`src/rtl/hsw_pump_gate.sv`:
```
module hsw_pump_gate #(
  parameter int CLK_HZ  = 100_000_000,
  parameter int HIGH_NS = 32000,
  parameter int LOW_NS  = 8000
) (
  input  logic clk,
  input  logic rst,
  input  logic en,
  input  logic load_lo,
  input  logic load_hi,
  input  logic cur_lo,
  input  logic cur_hi,
  output logic pump
);
  localparam int MHZ      = CLK_HZ / 1_000_000;
  localparam int HIGH_CYC = (MHZ * HIGH_NS) / 1000;
  localparam int LOW_CYC  = (MHZ * LOW_NS) / 1000;
  localparam int MAX_CYC  = (HIGH_CYC > LOW_CYC) ? HIGH_CYC : LOW_CYC;
  localparam int CW       = (MAX_CYC > 1) ? $clog2(MAX_CYC) : 1;

  logic [3:0]    meta, flg;
  logic [CW-1:0] cnt;
  logic          ext;
  logic          ld_lo, ld_hi, ov_lo, ov_hi, limit_ok, last;

  always_ff @(posedge clk) begin
    if (rst) begin
      meta <= '0;
      flg  <= '0;
    end else begin
      meta <= {load_hi, load_lo, cur_hi, cur_lo};
      flg  <= meta;
    end
  end

  assign {ld_hi, ld_lo, ov_hi, ov_lo} = flg;

  assign limit_ok = ld_hi | (ld_lo & ~ov_hi) | (~ld_lo & ~ov_lo);
  assign last     = ext ? (cnt == CW'(LOW_CYC - 1)) : (cnt == CW'(HIGH_CYC - 1));

  always_ff @(posedge clk) begin
    if (rst || !en) begin
      cnt <= '0;
      ext <= 1'b0;
    end else if (last) begin
      cnt <= '0;
      ext <= ~ext;
    end else begin
      cnt <= cnt + 1'b1;
    end
  end

  always_ff @(posedge clk) begin
    if (rst || !en) pump <= 1'b0;
    else            pump <= ~ext & limit_ok;
  end
endmodule

```
`config.mk`:
```
export PLATFORM = sky130hd
export DESIGN_NAME = hsw_pump_gate
export DESIGN_NICKNAME = d
export VERILOG_FILES = /design/src/rtl/hsw_pump_gate.sv
export SDC_FILE = /design/constraint.sdc
export NUM_CORES = 1
export LEC_CHECK = 0
export BUFFER_PORTS_ARGS = -buffer_cell sky130_fd_sc_hd__buf_2
export CORE_MARGIN = 8
export CORE_UTILIZATION = 59
export CTS_CLUSTER_DIAMETER = 100
export DETAILED_ROUTE_END_ITERATION = 6
export MAX_ROUTING_LAYER = met4
export PLACE_DENSITY = 0.81
export SLEW_MARGIN = 20
export SYNTH_ARGS = -nofsm -noshare
export SYNTH_HDL_FRONTEND = slang
export SYNTH_SLANG_ARGS = --single-unit
```
`constraint.sdc`:
```
create_clock -name clk -period 4.5 [get_ports clk]
set_clock_uncertainty 0.1 [all_clocks]
set_input_delay 0.9 -clock clk [delete_from_list [all_inputs] [get_ports clk]]
set_output_delay 0.9 -clock clk [all_outputs]
set_load 0.005 [all_outputs]
```
# ---- After elaboration in Yosys (flattened, before gate mapping)
# Index checks and enable logic that the tools add are counted.
dict set report word_totals {
  mem_count 0
  output_inout_bits 1
  latchBits 0
  ram_bits 0
  register_bits 22
  rom_bits 0
  inputBits 7
}
dict set report op_classes {
  eq_ne 2
  order_cmp 0
  n_shift 0
  div_mod_pow 0
  mux 1
  n_mul 0
  n_reduce_logical 3
  bitwise_logic 9
  add_sub_neg 1
}
# cell count
set ops {}
lappend ops {{$add 12x1->12 const B} 1}
lappend ops {{$eq 12x10->1 const B} 1}
lappend ops {{$eq 12x12->1 const B} 1}
lappend ops {{$not 1->1} 4}
lappend ops {{$and 1x1->1} 3}
lappend ops {{$or 1x1->1} 2}
lappend ops {{$reduce_or 2->1} 1}
lappend ops {{$logic_not 1->1} 1}
lappend ops {{$logic_or 1x1->1} 1}
lappend ops {{$mux 1} 1}

# ---- Logic depth before layout (Yosys ltp)
dict set report logic_depth {
  ltp_word 5
  ltp_mapped 5
  ltp_nobuf 5
}

# ---- Least setup slack after synthesis
# Ideal clock, no wire load.
dict set report synth_path {
  path_type {input port to flip-flop}
  start {input en}
  end {register cnt[9]}
  cell_stages 4
  setup_ns 0.062
  arrival_time_ns 1.486
  path_buffers 1
  setup_slack_ns 2.852
  path_cell_list {nor2b_1 > o41ai_2 > buf_6 > nor2_2}
}
dict set report synth_via {
  elab_chain_cells 3
}
# item line
set synth_lines {}
lappend synth_lines {{from (decl)} 8} ;# input logic en,
lappend synth_lines {{$logic_not 1->1} 42} ;# if (rst || !en) begin
lappend synth_lines {{$logic_or 1x1->1} 42}
lappend synth_lines {{$reduce_or 2->1 (no line)} --}
lappend synth_lines {{to (signal assigned)} 49} ;# cnt <= cnt + 1'b1;
lappend synth_lines {{to (decl)} 22} ;# logic [CW-1:0] cnt;
# Every way passes these cells.
# A chain may end at the register's enable or synchronous reset.

# ---- Worst setup path in the final report
dict set report layout_path {
  start {register pump}
  end {output pump}
}
# item line
set layout_lines {}
lappend layout_lines {{from (decl)} 13} ;# output logic pump
lappend layout_lines {{from (signal assigned)} 55} ;# else pump <= ~ext & limit_ok;
# No word-level cell between the ends.

==> flow_summary.toml <==
[die]
num_io_pins = 8
die_w_um = 54.59
dieArea_um2 = 2980
row_count = 14
die_y_um = 54.59
coreArea_um2 = 1454
start_util = 0.6041

[final_layout]
num-nets-final = 107
final_common_cell = "dfxtp_1"
final_cell_mix = "dfxtp_1 (22), nor2_2 (10), nor2b_1 (9), xnor2_1 (9), buf_2 (7)"
final_area_um2 = 982.2
n_antenna_cell = 0
drive_above_1_share = 0.2449
syn_to_final_growth_pct = 11.82

[clock_tree]
htree_num_levels = 1
cts_tree = "built"
cts_buffers = 3
cts_resized = 0
clk_latency_ns = 0.31
ctsRootBufferMaster = "clkbuf_4"
cts_hold_buf = 0
clkTransAtPathRegs_ns = 0.12
clk_path_buf_depth = 2
postCtsSetupBuffers = 0
cts_sinks = 22

[timing]
hold_viol_final = 0
drv_slew = 0
fin_ws_ns = 2.756
fmax_ghz = 0.5735
fin_tns_setup_ns = 0
post-route-min-period_ns = 1.744
slew_headroom = 0.7993
whs_ns = 0.3537
worst_pin_slew_ns = 0.2927
setup_violations = 0
post-route-period-util = 0.3875
rsz0062_at_grt = "no"

[logic_synthesis]
ys_ff_latch = 22
synth_top_area_frac = 0.5014
synth_area_um2 = 878.3
ys_seq_area_frac = 0.5014
yosysTopAreaCell = "dfxtp_1"
synth_warnings = 0
synth_nets = 95
avgSynthCellArea_um2 = 10.10
yosysUniqueCellTypes = 21
synth_cells = 87
synthTopCellsByArea = "dfxtp_1 (50%), xnor2_1 (9.0%), nor2_2 (7.1%)"

[worst_setup_path]
critPathTopFamily = "flip-flops"
arrival_ns = 0.74
cp_slowest_cell = "dfxtp_1"
cp-end-kind = "output pin"
cp-start-kind = "register"
worstSetupPathType = "register to output pin"
slowest_delay_ns = 0.32
crit_chain = "buf_2"
crit_buf_inv = 1
regToRegSetupSlack_ns = 2.81
reg2reg_from = "cnt[0]"
cp_max_fo = 1
r2r-end = "cnt[9]"
cp_data_required_time_ns = 3.50
reg2regPathDepth = 5

[routing]
ant_nets = 0
drt-pass1-iter-count = 4
totalWireLength_um = 1316
vias_per_cell = 5.202
drt_iter0_markers = 3
route.detailed.drc = 0
vias = 593
wl_per_cell_um = 11.54

[outcome]
outcome = "finished, final reports clean"

[power]
p_leak_nw = 0.3290
vdd_ir_drop_max_uv = 246.3
pwr_density_cell_nw_per_um2 = 370.9
power_mw = 0.3643

[grt]
grt_overflow = 0
antenna_found_initial = 0
track_usage = 0.1075
grt_pass1_vias = 571
grt_pass1_wl_um = 2346
grt_max_degree = 14

[hold_path]
hold_path.class = "register to register"
holdPathStages = 1
min-delay-start = "meta[0]"
whs_endpoint = "flg[0]"

[placed_design]
portBuffers = 7
place_area_um2 = 929.6
preCtsSetupSlack_ns = 2.597
gp_congestion = 0.7604
hpwl_um = 1010

[flow_run]
drv_cap = 0
==> state kept, by name, indices dropped and copies added (netlist names) <==
| register | count |
|---|---|
| cnt | 12 |
| ext | 1 |
| flg | 4 |
| meta | 4 |
| pump | 1 |
==> how the worst max path moves through the flow <==
| stage | startpoint | end | slack (ns) | cells past startpoint |
|---|---|---|---|---|
| after floorplan | en | cnt[9] | 2.85 | 4 |
| after global placement | rst | cnt[2] | 2.62 | 5 |
| after detailed placement | rst | cnt[9] | 2.60 | 5 |
| after CTS | pump | pump | 2.75 | 1 |
| after global routing | cnt[0] | cnt[11] | 2.66 | 5 |
| final | pump | pump | 2.76 | 1 |
==> per-stage QoR <==
stage,std cells,util
final,114,0.6756
after global routing,114,0.6756
after CTS,114,0.6756
after detailed placement,110,0.6394
after global placement,110,0.6394
after floorplan,87,-
==> worst register-to-register path: stages (launching register included) <==
cell and delay, ns:
dfxtp_1 0.41, ha_1 0.23, nand4_1 0.26, o41ai_2 0.27
buf_4 0.26, nor2_2 0.07
==> metal layers <==
layer  vias to the layer above  global-route usage  part of all wire
met3                         5             0.02446             0.030
met2                        13              0.1642              0.44
li1                        308                   -                 -
met1                       267              0.1260              0.49
met4                         0             0.06148             0.035
met5                         -                   -                 0
==> logic make-up after synthesis <==
family,synth area share
AOI/OAI and AO/OA,0.02850
xor gates and xnor gates,0.09972
adders and majority gates,0.01424
buffers and inverters,0.02564
DFF,0.5014
muxes,0.03419
and+or+nand+nor,0.2963
==> cell usage after synthesis, drive strengths merged <==
cell type  count
nor2b          9
dfxtp         22
nand2b         2
and4b          1
inv            3
nand4          1
o22a           1
xnor2          9
ha             1
mux2i          3
buf            1
nand2          4
nor4           3
nor4b          1
and2           1
nand3          5
o41ai          1
nor2          16
xor2           1
nor3           2
==> final cells by class <==
cell class	count	area, um^2
Multi-Input combinational cell	61	415.4
Clock buffer	3	22.52
Inverter	3	11.26
Timing Repair Buffer	8	42.54
Fill cell	122	471.7
Clock inverter	1	30.03
Sequential cell	22	440.4
Tap cell	16	20.02
==> where the power goes <==
part / internal [mW] / leakage (nW) / switching [mW] / total, mW
clock: 0.0901 / 0.0279 / 0.0601 / 0.150
combinational: 0.00646 / 0.122 / 0.00652 / 0.0130
sequential: 0.199 / 0.179 / 0.00167 / 0.201
total: 0.296 / 0.329 / 0.0683 / 0.364
No activity file was read; power rests on OpenSTA's default activity.
